`src/rtl/csd_pkg.sv`:
```
// Package csd_pkg
// Shared types for the chip-select decoder: the per-region configuration
// word and the field codes used on the register write port.
package csd_pkg;

    localparam int CSD_WAIT_W = 2;

    // Per-region bus settings plus the region enable.
    typedef struct packed {
        logic [CSD_WAIT_W-1:0] waits;
        logic                  wide;
        logic                  enable;
    } region_cfg_t;

    localparam int CSD_CFG_W = $bits(region_cfg_t);

    // Field codes on the write port.
    localparam logic [1:0] FLD_BASE = 2'd0;
    localparam logic [1:0] FLD_MASK = 2'd1;
    localparam logic [1:0] FLD_CFG  = 2'd2;

endpackage

```
`src/rtl/csd_regfile.sv`:
```
// Module csd_regfile
// Holds base, mask and configuration for every region. Region 0 resets to
// the boot window and is enabled; all other regions reset disabled.
// Assumes: writes are single-cycle pulses. An index at or above NUM_REGIONS,
// or an unused field code, matches no region and is dropped.
module csd_regfile
    import csd_pkg::*;
#(
    parameter int          ADDR_W      = 24,
    parameter int          NUM_REGIONS = 6,
    parameter int          SEL_W       = 3,
    parameter logic [23:0] BOOT_BASE   = 24'hFF2000,
    parameter logic [23:0] BOOT_MASK   = 24'hFFFF00
) (
    input  logic                                clk,
    input  logic                                rst_n,
    input  logic                                wr_en,
    input  logic [SEL_W-1:0]                    wr_sel,
    input  logic [1:0]                          wr_fld,
    input  logic [ADDR_W-1:0]                   wr_data,
    output logic [NUM_REGIONS-1:0][ADDR_W-1:0]  base_q,
    output logic [NUM_REGIONS-1:0][ADDR_W-1:0]  mask_q,
    output region_cfg_t [NUM_REGIONS-1:0]       cfg_q
);

    localparam region_cfg_t IDLE_CFG = '{waits: '1, wide: 1'b0, enable: 1'b0};
    localparam region_cfg_t BOOT_CFG = '{waits: '1, wide: 1'b0, enable: 1'b1};

    for (genvar i = 0; i < NUM_REGIONS; i++) begin : g_region
        localparam bit IS_BOOT = (i == 0);
        logic hit_sel;
        assign hit_sel = wr_en && (wr_sel == SEL_W'(i));

        // Region storage: reset defaults, then field-addressed updates.
        always_ff @(posedge clk) begin
            if (!rst_n) begin
                base_q[i] <= IS_BOOT ? ADDR_W'(BOOT_BASE) : '0;
                mask_q[i] <= IS_BOOT ? ADDR_W'(BOOT_MASK) : '1;
                cfg_q[i]  <= IS_BOOT ? BOOT_CFG : IDLE_CFG;
            end else if (hit_sel) begin
                case (wr_fld)
                    FLD_BASE: base_q[i] <= wr_data;
                    FLD_MASK: mask_q[i] <= wr_data;
                    FLD_CFG:  cfg_q[i]  <= region_cfg_t'(wr_data[CSD_CFG_W-1:0]);
                    default:  ;
                endcase
            end
        end
    end

endmodule

```
`src/rtl/csd_match.sv`:
```
// Module csd_match
// Compares the address against every region in parallel. A region hits when
// it is enabled and all compared (mask = 1) bits equal its base.
// Assumes: addr is stable while it is being decoded.
module csd_match
    import csd_pkg::*;
#(
    parameter int ADDR_W      = 24,
    parameter int NUM_REGIONS = 6
) (
    input  logic [ADDR_W-1:0]                   addr,
    input  logic [NUM_REGIONS-1:0][ADDR_W-1:0]  base_q,
    input  logic [NUM_REGIONS-1:0][ADDR_W-1:0]  mask_q,
    input  region_cfg_t [NUM_REGIONS-1:0]       cfg_q,
    output logic [NUM_REGIONS-1:0]              hit
);

    for (genvar i = 0; i < NUM_REGIONS; i++) begin : g_cmp
        logic [ADDR_W-1:0] diff;
        // Per-region masked equality.
        always_comb begin
            diff   = (addr ^ base_q[i]) & mask_q[i];
            hit[i] = cfg_q[i].enable && (diff == '0);
        end
    end

endmodule

```
`src/rtl/csd_priority.sv`:
```
// Module csd_priority
// Reduces the raw hits to a single grant, the lowest-numbered hit winning,
// and picks that region's bus settings. With no hit the fallback settings
// (the last region's) are passed on.
// Assumes: nothing beyond the hit vector being combinational.
module csd_priority
    import csd_pkg::*;
#(
    parameter int NUM_REGIONS = 6
) (
    input  logic [NUM_REGIONS-1:0]          hit,
    input  region_cfg_t [NUM_REGIONS-1:0]   cfg_q,
    input  logic                            fb_wide,
    input  logic [CSD_WAIT_W-1:0]           fb_waits,
    output logic [NUM_REGIONS-1:0]          grant,
    output logic                            no_hit,
    output logic                            sel_wide,
    output logic [CSD_WAIT_W-1:0]           sel_waits
);

    logic [NUM_REGIONS:0] blocked;

    assign blocked[0] = 1'b0;

    for (genvar i = 0; i < NUM_REGIONS; i++) begin : g_chain
        // Prefix chain: a region is granted only if no lower one hit.
        assign grant[i]       = hit[i] && !blocked[i];
        assign blocked[i + 1] = blocked[i] || hit[i];
    end

    assign no_hit = !blocked[NUM_REGIONS];

    // Settings multiplexer driven by the one-hot grant.
    always_comb begin
        sel_wide  = fb_wide;
        sel_waits = fb_waits;
        for (int i = 0; i < NUM_REGIONS; i++) begin
            if (grant[i]) begin
                sel_wide  = cfg_q[i].wide;
                sel_waits = cfg_q[i].waits;
            end
        end
    end

endmodule

```
`src/rtl/csd_top.sv`:
```
// Module csd_top
// Six-region chip-select decoder. Captures the decode on the first edge of
// an external cycle, holds it while the strobe stays high and releases the
// selects when the strobe drops.
// Assumes: ext_cyc is low during reset and drops for at least one sampled
// edge between accesses.
module csd_top
    import csd_pkg::*;
#(
    parameter int          ADDR_W      = 24,
    parameter int          NUM_REGIONS = 6,
    parameter logic [23:0] BOOT_BASE   = 24'hFF2000,
    parameter logic [23:0] BOOT_MASK   = 24'hFFFF00,
    localparam int         SEL_W       = (NUM_REGIONS > 1) ? $clog2(NUM_REGIONS) : 1
) (
    input  logic                    clk,
    input  logic                    rst_n,
    input  logic [ADDR_W-1:0]       addr,
    input  logic                    ext_cyc,
    input  logic                    wr_en,
    input  logic [SEL_W-1:0]        wr_sel,
    input  logic [1:0]              wr_fld,
    input  logic [ADDR_W-1:0]       wr_data,
    output logic [NUM_REGIONS-1:0]  cs_n,
    output logic                    bus16,
    output logic [CSD_WAIT_W-1:0]   wait_st
);

    logic [NUM_REGIONS-1:0][ADDR_W-1:0] base_q;
    logic [NUM_REGIONS-1:0][ADDR_W-1:0] mask_q;
    region_cfg_t [NUM_REGIONS-1:0]      cfg_q;
    logic [NUM_REGIONS-1:0]             hit;
    logic [NUM_REGIONS-1:0]             grant;
    logic                               no_hit;
    logic                               sel_wide;
    logic [CSD_WAIT_W-1:0]              sel_waits;
    logic                               cyc_q;
    logic                               start;

    csd_regfile #(
        .ADDR_W      (ADDR_W),
        .NUM_REGIONS (NUM_REGIONS),
        .SEL_W       (SEL_W),
        .BOOT_BASE   (BOOT_BASE),
        .BOOT_MASK   (BOOT_MASK)
    ) u_regs (
        .clk     (clk),
        .rst_n   (rst_n),
        .wr_en   (wr_en),
        .wr_sel  (wr_sel),
        .wr_fld  (wr_fld),
        .wr_data (wr_data),
        .base_q  (base_q),
        .mask_q  (mask_q),
        .cfg_q   (cfg_q)
    );

    csd_match #(
        .ADDR_W      (ADDR_W),
        .NUM_REGIONS (NUM_REGIONS)
    ) u_match (
        .addr   (addr),
        .base_q (base_q),
        .mask_q (mask_q),
        .cfg_q  (cfg_q),
        .hit    (hit)
    );

    csd_priority #(
        .NUM_REGIONS (NUM_REGIONS)
    ) u_prio (
        .hit       (hit),
        .cfg_q     (cfg_q),
        .fb_wide   (cfg_q[NUM_REGIONS-1].wide),
        .fb_waits  (cfg_q[NUM_REGIONS-1].waits),
        .grant     (grant),
        .no_hit    (no_hit),
        .sel_wide  (sel_wide),
        .sel_waits (sel_waits)
    );

    assign start = ext_cyc && !cyc_q;

    // Remember the strobe level seen at the previous edge.
    always_ff @(posedge clk) begin
        if (!rst_n) cyc_q <= 1'b0;
        else        cyc_q <= ext_cyc;
    end

    // Output register: capture on cycle start, hold, release on strobe low.
    always_ff @(posedge clk) begin
        if (!rst_n) begin
            cs_n    <= '1;
            bus16   <= 1'b0;
            wait_st <= '0;
        end else if (start) begin
            cs_n    <= ~grant;
            bus16   <= sel_wide;
            wait_st <= sel_waits;
        end else if (!ext_cyc) begin
            cs_n    <= '1;
        end
    end

endmodule

```
`config.mk`:
```
export PLATFORM = sky130hd
export DESIGN_NAME = csd_top
export DESIGN_NICKNAME = d
export VERILOG_FILES = /design/src/rtl/csd_pkg.sv /design/src/rtl/csd_regfile.sv /design/src/rtl/csd_match.sv /design/src/rtl/csd_priority.sv /design/src/rtl/csd_top.sv
export SDC_FILE = /design/constraint.sdc
export NUM_CORES = 1
export LEC_CHECK = 0
export BUFFER_PORTS_ARGS = -buffer_cell sky130_fd_sc_hd__buf_2
export CAP_MARGIN = 20
export CORE_MARGIN = 2
export CORE_UTILIZATION = 52
export CTS_CLUSTER_DIAMETER = 60
export DETAILED_ROUTE_END_ITERATION = 7
export GPL_TIMING_DRIVEN = 0
export PLACE_DENSITY_LB_ADDON = 0.15
export SLEW_MARGIN = 20
export SYNTH_ARGS = -nofsm -noshare
export SYNTH_HDL_FRONTEND = slang
export SYNTH_SLANG_ARGS = --single-unit
```
`constraint.sdc`:
```
create_clock -name clk -period 2.5 [get_ports clk]
set_input_delay 0.25 -clock clk [delete_from_list [all_inputs] [get_ports clk]]
set_output_delay 0.25 -clock clk [all_outputs]
set_load 0.05 [all_outputs]
```
==> impl_results.md <==
- Worst r2r src: u_regs.base_q[128]$_SDFFE_PN0P_
- Main combinational cell family by area after synthesis: simple AND/OR/NAND/NOR gates
- Clock Path Buffers: 3
- Static Leak: 6.697 nW
- Total number of yosys warnings: 0
- Number of synthesized register bits: 322
- Min Tclk post-route: 2446 ps
- Hold Path Class: in2reg
- Root Buffer: clkbuf_16
- Power Total: 11.45 mW
- Core footprint: 26800 µm²
- Worst Setup Start Kind: flop
- Clk pwr share: 0.467
- Clk slew on worst S/H paths: 60 ps
- Critical Path AT: 2840 ps
- Dpl cell area: 14750 µm²
- Crit share post-route: 0.9785
- Highest Signal Layer: met4
- Simple-gate share of the synthesized area: 0.2629
- Sw Pwr: 2.816 mW
- GRT overflow: 0
- Residual DRC: 0
- CP required: 2900 ps
- Cell Count Post-Placement: 2149
- Seq pwr share: 0.456
- Vias in the first global route: 12.05k
- DR pass1 iterations: 6
- I/O pins: 66
- Detailed Place HPWL: 33.12 mm
- Met2 WL post-DR: 21.21 mm
- Clock Sinks: 322
- Post-synthesis cell count: 1772
- Yosys top cell area share: 0.4558
- Synth area leader: dfxtp_1
- Compound-Gate Fraction of Synth Area: 0.1379
- M1 WL: 20.45 mm
- Largest net degree at the start of global routing: 14
- GRT Total Usage: 0.3417
- Clk_skew: 11.62 ps
- Worst Path Class, Setup: reg2reg
- Commonest non-fill, non-tap cell in the layout: nand2_1
- Reg-to-reg endpoint: cs_n[5]$_SDFFE_PN1P_
- Port bufs: 36
- Worst reg-to-reg path cell count: 8
- Final core utilization: 0.5978
- Share of cells above drive strength 1: 0.07981
- Synth unique cells: 46
- Async set-reset flop share out of synthesis: 0
- H-tree levels: 2
- Slew HR: 0.2203
- Main flop type after synthesis: dfxtp_1
- Clk Latency, worst-skew pair: 520 ps
- Setup violators final: 0
- Unrepaired setup endpoints after global routing: yes
- Final hold violation count: 0
- Max-cap violations: 0
- Area Growth Syn to Fin: 13.30%
- Fin area: 16020 µm²
- Sw Share: 0.2460
- Num rows: 60
- Total number of vias: 12.96k
- Initial antenna violation count: 0
- Die area: 28530 µm²
- Multiplexer share of the synthesized area: 0.009910
- XOR/XNOR share of the synthesized area: 0.08919
- CP max FO: 7
- Initial Utilization: 0.5276
- Hold EP: u_regs.base_q[83]$_SDFFE_PN0P_
- Post-Syn Area: 14140 µm²
- Fin Setup TNS: 0 ps
- Routed WL: 49.29 mm
- Setup crit end kind: flop
- Post-route ant nets: 0
- Initial DRC Count: 1434
- EDFF count, synth: 0
- Die H: 168.9 µm
- Combinational power share: 0.077
- Pwr Density: 714.6 nW/µm²
- First-pass GRT wire length: 73.13 mm
- Outcome: complete, no violations
- Seq/Total Area, Yosys: 0.4558
- DR vias/cell: 5.862
- Routability cong.: 0.9266
- Num CTS Buffers: 36
- Main area contributors after synthesis: dfxtp_1 (46%), nand2_1 (17%), xor2_1 (8.9%), a21boi_0 (6.8%), nand3_1 (5.9%)
- Max rail drop VDD: 0.4932 mV
- Die Wd: 168.9 µm
- TritonCTS clock tree: done
- Post-DR wirelength/cell: 22.30 µm
- Internal: 8.633 mW
- Mapped Nets: 1829
- Most frequent cells in the layout: nand2_1 (634), dfxtp_1 (310), nand3_1 (167), xor2_1 (141), a21boi_0 (129)
- Mean Syn Cell Area: 7.980 µm²
- Flop-to-flop setup slack: 50 ps
- Slew Limit Fails: 0
- Final net count: 1903
- Hold Crit Depth: 3
- Synth Area in Adders: 0
- Actual slew at the worst max-slew pin: 1170 ps
- Finished Layout Cells: 2210
- Achievable clock frequency: 408.8 MHz
- Hold_sp: wr_data[11]
- DR WL met3: 5.070 mm
-- worst max-delay path, cell delays in order (launching register included) --
cell	delay, ps
dfxtp_2	320
xor2_1	150
a22o_1	250
a221oi_2	230
nand4_1	210
or4_4	490
or3_4	450
mux2i_1	150
nand2_1	60
-- logic make-up after synthesis --
| family | after synthesis |
|---|---|
| AOI/OAI and AO/OA | 257 |
| xor gates and xnor gates | 144 |
| buffers and inverters | 148 |
| DFF | 322 |
| muxes | 14 |
| and+or+nand+nor | 887 |
-- state kept, by name, indices dropped and copies added, names as in the netlist --
name and flops:
cs_n 6, wait_st 2, u_regs.mask_q 144, u_regs.cfg_q 24, cyc_q 1, u_regs.base_q 144, bus16 1
-- synth_stat cells (3+ instances only) --
master,instances
a21boi_0,129
a21boi_1,19
a222oi_1,4
a22oi_1,67
and3_1,5
buf_2,20
buf_6,6
clkbuf_1,120
dfxtp_1,322
mux2i_1,14
nand2_1,634
nand2b_1,5
nand3_1,167
nand4_1,20
nor2_1,14
nor2b_1,13
nor3_1,15
o211ai_1,3
o21a_1,3
o21ai_0,6
o21ai_1,3
o22a_1,3
o22ai_1,3
o2bb2ai_1,3
or2_2,3
or4_1,3
xor2_1,144
-- layer usage --
layer,vias to the layer above,track usage
met2,657,0.5244
li1,6004,-
met1,6180,0.4642
met5,-,0
met3,114,0.06289
met4,0,0.1672
-- final cells by class --
| cell class | count | area [µm²] |
|---|---|---|
| Multi-Input combinational cell | 1302 | 7139 |
| Antenna cell | 2 | 5.005 |
| Sequential cell | 322 | 6461 |
| Timing Repair Buffer | 38 | 195.2 |
| Tap cell | 341 | 426.7 |
| Buffer | 145 | 611.8 |
| Clock buffer | 51 | 1079 |
| Clock inverter | 8 | 100.1 |
| Inverter | 1 | 3.754 |
| Fill cell | 2432 | 10780 |
-- how the worst max path moves through the flow --
| stage | start | endpoint | slack, ps |
|---|---|---|---|
| after floorplan | addr[13] | bus16$_SDFFE_PN0P_ | 310 |
| after global placement | addr[10] | wait_st[0]$_SDFFE_PN0P_ | -560 |
| after detailed placement | addr[10] | wait_st[0]$_SDFFE_PN0P_ | -580 |
| after CTS | u_regs.base_q[119]$_SDFFE_PN0P_ | wait_st[1]$_SDFFE_PN0P_ | 10 |
| after global routing | u_regs.base_q[128]$_SDFFE_PN0P_ | cs_n[5]$_SDFFE_PN1P_ | -20 |
| final | u_regs.base_q[128]$_SDFFE_PN0P_ | cs_n[5]$_SDFFE_PN1P_ | 50 |
-- power by group through the flow --
| stage | clock [mW] | sequential [mW] | combinational [mW] |
|---|---|---|---|
| finish | 5.35 | 5.23 | 0.877 |
| global route | 5.57 | 5.23 | 0.913 |
| CTS | 5.35 | 5.22 | 0.849 |
| detailed placement | 0 | 5.34 | 0.844 |
| global placement | 0 | 5.34 | 0.840 |
| floorplan | 0 | 5.35 | 0.476 |
-- per-stage QoR --
step           worst slack, ps  hold slack [ps]
3_5_place_dp            -575.6            451.1
3_3_place_gp            -557.1            447.3
6_report                 53.66            12.12
5_1_grt                 -19.64            11.35
2_1_floorplan            308.9            394.9
4_1_cts                  13.03            4.738
-- what timing repair did --
action	CTS	global route
resized for setup	5	20
buffers inserted	3	1
pin swaps	4	12
endpoints found under the setup margin	5	5
gates cloned	0	0
hold buffers	0	0
No activity file was read; power rests on OpenSTA's default activity.
